==> src/rtl/satclamp_pkg.sv <==
package satclamp_pkg;

  typedef enum logic [3:0] {
    OP_SADD    = 4'd0,
    OP_SSUB    = 4'd1,
    OP_UADD    = 4'd2,
    OP_USUB    = 4'd3,
    OP_WADD    = 4'd4,
    OP_SCLAMP  = 4'd5,
    OP_UCLAMP  = 4'd6,
    OP_SCLAMP2 = 4'd7,
    OP_UCLAMP2 = 4'd8
  } opcode_e;

  // strobes from decode to datapath
  typedef struct packed {
    logic arith;       // add or subtract path
    logic subtract;    // subtract instead of add
    logic signedOp;    // signed overflow rules
    logic saturate;    // replace result on overflow
    logic clamp;       // range clamp path
    logic clampSigned; // signed clamp range
    logic dual;        // per-lane clamp
  } strobe_t;

endpackage

==> src/rtl/clamp_core.sv <==
module clamp_core #(
  parameter int W     = 32,
  parameter int POS_W = 5
) (
  input  logic [W-1:0]     val,
  input  logic [POS_W-1:0] pos,
  input  logic             signedMode,
  output logic [W-1:0]     res,
  output logic             hit
);
  logic [W-1:0] mask;
  logic [W-1:0] top;

  assign mask = (W'(1) << pos) - W'(1);
  assign top  = W'($signed(val) >>> pos);

  always_comb begin
    res = val;
    hit = 1'b0;
    if (signedMode) begin
      if (!top[W-1] && (top != '0)) begin
        res = mask;
        hit = 1'b1;
      end else if (top[W-1] && (top != '1)) begin
        res = ~mask;
        hit = 1'b1;
      end
    end else begin
      if (val[W-1]) begin
        res = '0;
        hit = 1'b1;
      end else if (val > mask) begin
        res = mask;
        hit = 1'b1;
      end
    end
  end
endmodule

==> src/rtl/satclamp_ctrl.sv <==
module satclamp_ctrl
  import satclamp_pkg::*;
(
  input  logic       clk,
  input  logic       rstN,
  input  logic       opValid,
  input  logic [3:0] opCode,
  input  logic       stickyClr,
  input  logic       satEvent,
  output strobe_t    strb,
  output logic       satFlag,
  output logic       resValid
);
  always_comb begin
    strb = '0;
    case (opcode_e'(opCode))
      OP_SADD:    begin strb.arith = 1'b1; strb.signedOp = 1'b1; strb.saturate = 1'b1; end
      OP_SSUB:    begin strb.arith = 1'b1; strb.signedOp = 1'b1; strb.saturate = 1'b1; strb.subtract = 1'b1; end
      OP_UADD:    begin strb.arith = 1'b1; strb.saturate = 1'b1; end
      OP_USUB:    begin strb.arith = 1'b1; strb.saturate = 1'b1; strb.subtract = 1'b1; end
      OP_WADD:    begin strb.arith = 1'b1; strb.signedOp = 1'b1; end
      OP_SCLAMP:  begin strb.clamp = 1'b1; strb.clampSigned = 1'b1; end
      OP_UCLAMP:  begin strb.clamp = 1'b1; end
      OP_SCLAMP2: begin strb.clamp = 1'b1; strb.clampSigned = 1'b1; strb.dual = 1'b1; end
      OP_UCLAMP2: begin strb.clamp = 1'b1; strb.dual = 1'b1; end
      default:    strb = '0;
    endcase
  end

  always_ff @(posedge clk or negedge rstN) begin
    if (!rstN) begin
      satFlag  <= 1'b0;
      resValid <= 1'b0;
    end else begin
      resValid <= opValid;
      if (satEvent)       satFlag <= 1'b1;
      else if (stickyClr) satFlag <= 1'b0;
    end
  end
endmodule

==> src/rtl/satclamp_dp.sv <==
module satclamp_dp
  import satclamp_pkg::*;
#(
  parameter int DATA_W = 32,
  parameter int LANE_W = 16,
  parameter int POS_W  = 5
) (
  input  logic              clk,
  input  logic              rstN,
  input  logic              opValid,
  input  strobe_t           strb,
  input  logic [DATA_W-1:0] opA,
  input  logic [DATA_W-1:0] opB,
  input  logic [POS_W-1:0]  satPos,
  output logic [DATA_W-1:0] result,
  output logic              satEvent
);
  localparam int LANES = DATA_W / LANE_W;
  localparam int MSB   = DATA_W - 1;
  localparam logic [DATA_W-1:0] S_MAX = {1'b0, {(DATA_W-1){1'b1}}};
  localparam logic [DATA_W-1:0] S_MIN = {1'b1, {(DATA_W-1){1'b0}}};

  logic [DATA_W:0]   sumW, diffW;
  logic              addOvf, subOvf, carryOut;
  logic [DATA_W-1:0] rawRes, arithRes;
  logic              arithHit;

  assign sumW   = {1'b0, opA} + {1'b0, opB};
  assign diffW  = {1'b0, opA} - {1'b0, opB};
  assign addOvf = (opA[MSB] == opB[MSB]) && (sumW[MSB] != opA[MSB]);
  assign subOvf = (opA[MSB] != opB[MSB]) && (diffW[MSB] != opA[MSB]);

  always_comb begin
    rawRes   = strb.subtract ? diffW[DATA_W-1:0] : sumW[DATA_W-1:0];
    arithRes = rawRes;
    arithHit = 1'b0;
    carryOut = strb.subtract ? diffW[DATA_W] : sumW[DATA_W];
    if (strb.signedOp) begin
      arithHit = strb.subtract ? subOvf : addOvf;
      if (arithHit && strb.saturate)
        arithRes = opA[MSB] ? S_MIN : S_MAX;
    end else begin
      arithHit = carryOut;
      if (carryOut)
        arithRes = strb.subtract ? '0 : '1;
    end
  end

  // full-width clamp
  logic [DATA_W-1:0] fullRes;
  logic              fullHit;

  clamp_core #(.W(DATA_W), .POS_W(POS_W)) u_full (
    .val(opA), .pos(satPos), .signedMode(strb.clampSigned),
    .res(fullRes), .hit(fullHit)
  );

  // per-lane clamps
  logic [LANES-1:0][LANE_W-1:0] dualRes;
  logic [LANES-1:0]             dualHit;

  for (genvar g = 0; g < LANES; g++) begin : g_lane
    logic [DATA_W-1:0] laneIn, laneOut;
    assign laneIn = {{(DATA_W-LANE_W){opA[g*LANE_W+LANE_W-1]}}, opA[g*LANE_W +: LANE_W]};
    clamp_core #(.W(DATA_W), .POS_W(POS_W)) u_lane (
      .val(laneIn), .pos(satPos), .signedMode(strb.clampSigned),
      .res(laneOut), .hit(dualHit[g])
    );
    assign dualRes[g] = laneOut[LANE_W-1:0];
  end

  logic [DATA_W-1:0] nextRes;
  logic              nextHit;

  always_comb begin
    nextRes = '0;
    nextHit = 1'b0;
    if (strb.clamp) begin
      nextRes = strb.dual ? DATA_W'(dualRes) : fullRes;
      nextHit = strb.dual ? (|dualHit) : fullHit;
    end else if (strb.arith) begin
      nextRes = arithRes;
      nextHit = arithHit;
    end
  end

  assign satEvent = opValid && nextHit;

  always_ff @(posedge clk or negedge rstN) begin
    if (!rstN)        result <= '0;
    else if (opValid) result <= nextRes;
  end
endmodule

==> src/rtl/satclamp_unit.sv <==
module satclamp_unit
  import satclamp_pkg::*;
#(
  parameter int DATA_W = 32,
  parameter int LANE_W = 16,
  parameter int POS_W  = $clog2(DATA_W)
) (
  input  logic              clk,
  input  logic              rstN,
  input  logic              opValid,
  input  logic [3:0]        opCode,
  input  logic [DATA_W-1:0] opA,
  input  logic [DATA_W-1:0] opB,
  input  logic [POS_W-1:0]  satPos,
  input  logic              stickyClr,
  output logic [DATA_W-1:0] result,
  output logic              resValid,
  output logic              satFlag
);
  strobe_t strb;
  logic    satEvent;

  satclamp_ctrl u_ctrl (
    .clk(clk), .rstN(rstN), .opValid(opValid), .opCode(opCode),
    .stickyClr(stickyClr), .satEvent(satEvent), .strb(strb),
    .satFlag(satFlag), .resValid(resValid)
  );

  satclamp_dp #(.DATA_W(DATA_W), .LANE_W(LANE_W), .POS_W(POS_W)) u_dp (
    .clk(clk), .rstN(rstN), .opValid(opValid), .strb(strb),
    .opA(opA), .opB(opB), .satPos(satPos),
    .result(result), .satEvent(satEvent)
  );
endmodule

==> config.mk <==
export PLATFORM = sky130hd
export DESIGN_NAME = satclamp_unit
export DESIGN_NICKNAME = d
export VERILOG_FILES = /design/src/rtl/satclamp_pkg.sv /design/src/rtl/clamp_core.sv /design/src/rtl/satclamp_ctrl.sv /design/src/rtl/satclamp_dp.sv /design/src/rtl/satclamp_unit.sv
export SDC_FILE = /design/constraint.sdc
export NUM_CORES = 1
export LEC_CHECK = 0
export CELL_PAD_IN_SITES_DETAIL_PLACEMENT = 1
export CELL_PAD_IN_SITES_GLOBAL_PLACEMENT = 2
export CORE_ASPECT_RATIO = 0.75
export CORE_MARGIN = 5
export CORE_UTILIZATION = 35
export CTS_BUF_LIST = sky130_fd_sc_hd__clkbuf_4 sky130_fd_sc_hd__clkbuf_8
export CTS_CLUSTER_DIAMETER = 30
export CTS_CLUSTER_SIZE = 24
export DETAILED_ROUTE_END_ITERATION = 8
export DONT_BUFFER_PORTS = 1
export PLACE_DENSITY = 0.77
export SETUP_SLACK_MARGIN = 0.2
export SLEW_MARGIN = 5
export SYNTH_ARGS = -nofsm -noshare
export SYNTH_HDL_FRONTEND = slang
export SYNTH_SLANG_ARGS = --single-unit
==> constraint.sdc <==
create_clock -name clk -period 0.9 [get_ports clk]
set_input_delay 0.045 -clock clk [delete_from_list [all_inputs] [get_ports clk]]
set_output_delay 0.045 -clock clk [all_outputs]
set_load 0.005 [all_outputs]
==> results.py <==
metrics = {
    "outcome": {
        "outcome": "finished with violations",
        "violations": "hold timing, setup timing",
    },
    "grt": {
        "grt_pass1_vias": 18505,
        "grt_usage_pct": 34.45,
        "grt.overflow.total": 0,
        "grt_max_degree": 92,
        "antenna_found_initial": 1,
        "grt_pass1_wl_mm": 116.1,
    },
    "placement": {
        "placed_cells": 2798,
        "place_congestion": 0.9573,
        "hpwl_mm": 59.97,
        "port_buffers": 0,
    },
    "floorplan": {
        "core_area_um2": 38090,
        "rows": 62,
        "start_util_pct": 35.25,
        "die_w_um": 236.2,
        "dieArea_um2": 42420,
        "io_pins": 111,
        "fp.dieH_um": 179.6,
    },
    "synthesis": {
        "synth_warnings": 0,
        "synth.area.top_cells": "ha_1, mux2i_1, dfrtp_1",
        "seq_area_frac_synth_pct": 6.336,
        "ys.flop_type": "dfrtp_1",
        "ys_seq_elements": 34,
        "syn_area_per_cell_um2": 7.135,
        "netlist.area_leader.share_pct": 12.86,
        "mappedNetlistArea_um2": 13430,
        "synth_cell_type_count": 100,
        "synth_async_sr_flop_share_pct": 100.0,
        "synth_largest_area_cell": "ha_1",
        "synth_edf_count": 0,
        "syn_inst": 1882,
    },
    "sta": {
        "post-route-period-util_pct": 461.5,
        "min_period_ps": 4153,
        "clock.fmax_ghz": 0.2408,
        "skew_ps": 0,
        "rsz0062_at_grt": "true",
        "final.setup.worst_slack_ps": -3253,
        "slew_viol_final": 0,
        "finalHoldViolCount": 63,
        "relSlewSlack_pct": 17.92,
        "finalSetupViolCount": 40,
        "fin_hold_ws_ps": -574.4,
        "tns_ps": -103340,
        "worst-slew-pin-transition_ps": 1214,
    },
    "setup_path": {
        "cp_top_family": "simple AND/OR/NAND/NOR gates",
        "crit_top_cell": "buf_6",
        "worstSetupPathType": "input pin to flip-flop",
        "start_kind": "input pin",
        "cp_max_fo": 45,
        "max_stage_delay_ps": 380,
        "crit_required_ps": 1140,
        "critPathArrivalTime_ps": 4400,
        "endpoint_kind": "flip-flop",
        "crit_path_top_delay_cell": "or3_4",
        "worstPathCellList": "or3_4 -> or3_4 -> ha_4 -> buf_6 -> inv_4 -> nand2_4 -> o22a_1 -> o32a_1 -> buf_6 -> buf_6 -> ha_4 -> nand4_1 -> nor2_2 -> and3_4 -> a221oi_2 -> buf_4 -> o21ai_4 -> buf_6 -> o21ai_4 -> buf_6 -> or3_4 -> a32oi_2 -> o32a_1",
        "critical_path_buf_inv_count": 7,
    },
    "pwr": {
        "leakagePower_uw": 0.008776,
        "ir_worst_vdd_mv": 0.5408,
        "powerDensity_nw_per_um2": 805.7,
    },
    "finish": {
        "fillCellCount": 4712,
        "final_nets": 2580,
        "layout_commonest_cell": "buf_4",
        "area_growth_pct": 45.06,
        "layout-drive-gt1-share_pct": 37.14,
        "final_cells": 2876,
        "n_antenna_cell": 0,
        "final_cell_mix": "buf_4, a21oi_1, nor2_1, nand2_1, ha_1",
    },
    "clocking": {
        "h-tree-depth": 2,
        "cts_tree": "done",
        "cts.sinks": 34,
        "clock-root-buffer": "clkbuf_8",
        "cts_buffers": 5,
        "clkTransAtPathRegs_ps": 80,
        "cts_max_path_buffers": 2,
        "cts_hold_buf": 1,
        "worstSkewPairLatency_ps": 300,
    },
    "route": {
        "wire_per_inst_um": 27.02,
        "wl_mm": 77.72,
        "route.detailed.drc": 0,
        "first_iter_violations": 1820,
        "vias": 18273,
        "first_pass_iters": 6,
        "ant_nets": 0,
        "avgViaCountPerCell": 6.354,
    },
    "run": {
        "maxCapViolCount": 0,
    },
    "worst_hold_path": {
        "hold_path_class": "input pin to async pin",
    },
}
-- layout make-up --
cell class / count / area (um2) / share of cell area [%]
clock buffer: 7 / 90.09 / 0.4625
multi-input combinational: 1582 / 12320 / 63.23
sequential: 34 / 854.6 / 4.387
timing repair buffer: 629 / 5149 / 26.43
tap: 512 / 640.6 / 3.289
inverter: 111 / 422.9 / 2.171
clock inverter: 1 / 5.005 / 0.02569
-- layer usage --
metal  part of all wire, %  vias to the layer above  wire (um)  global-route usage [%]
met3                    10                      167       8158                   8.226
met2                    42                      911      32540                   51.68
met4                   2.8                        2       2185                   6.739
li1                      -                     8081          -                       -
met1                    45                     9112      34820                   50.59
met5                 0.017                        -         13                       0
-- path summary, 6_finish.rpt --
kind	start	to	slack, ps	cells after the start
min reg2reg	u_dp.result[1]$_DFFE_PN0P_	u_dp.result[1]$_DFFE_PN0P_	550	2
max in group asynchronous	rstN	u_ctrl.satFlag$_DFFE_PN0P_	1350	0
max reg2reg	u_dp.result[16]$_DFFE_PN0P_	u_dp.result[16]$_DFFE_PN0P_	-120	2
max	satPos[4]	u_dp.result[21]$_DFFE_PN0P_	-3250	23
min in group clk	opValid	u_ctrl.resValid$_DFF_PN0_	-220	0
min	rstN	u_dp.result[0]$_DFFE_PN0P_	-570	0
-- registers in the layout, indices dropped and copies added (netlist names) --
signal,flops
u_ctrl.satFlag,1
u_ctrl.resValid,1
u_dp.result,32
-- per-stage QoR --
stage                     cell area, um2  setup slack, ps  total power [uW]  utilization, %
after detailed placement           17850            -3776             12640           46.87
after global placement             17850            -3604             12320           46.87
after floorplan                    13680            -3640              8030               -
after CTS                          19000            -3054             14920           49.89
after global routing               19480            -3312             16560           51.14
final                              19480            -3253             15690           51.14
-- cell families after synthesis --
logic type               count (synthesis)  share of synthesized area, %
AND/OR/NAND/NOR                        551                         20.10
multiplexers                           156                         14.69
adder cells (fa/ha/maj)                141                         13.23
buffers and inverters                  268                         8.507
flip-flops                              34                         6.336
XOR/XNOR                                35                         2.283
AO/OA/AOI/OAI                          696                         34.83
other                                    1                       0.02793
-- worst register-to-register path, cell delays in order (launching register included) --
cell and delay, ps:
dfrtp_1 390, nor2b_1 130, or3b_1 380
-- power by group --
part / switching (uW) / leakage [uW] / internal, uW
Combinational: 6230 / 0.00830 / 6110
Sequential: 280 / 0.000424 / 1770
Clock: 651 / 0.0000517 / 649
Total: 7170 / 0.00878 / 8530
-- cell usage after synthesis (all sizes together) (32+ instances only) --
master and instances:
mux2 35, inv 107, a21oi 168, mux2i 92, buf 45, nor2 148
o211ai 43, o21ai 155, clkbuf 112, a211oi 32, ha 138, nand3 48
nand2 145, dfrtp 34, nand2b 37, a21o 34, nor3 37
-- timing repair --
action,in CTS,in global routing
setup buffers,43,22
gates cloned,4,0
endpoints found under the hold margin,66,63
setup endpoints to repair,67,67
pin swaps,64,55
resized for setup,147,65
Note: power is estimated with default switching activity, not from simulation.
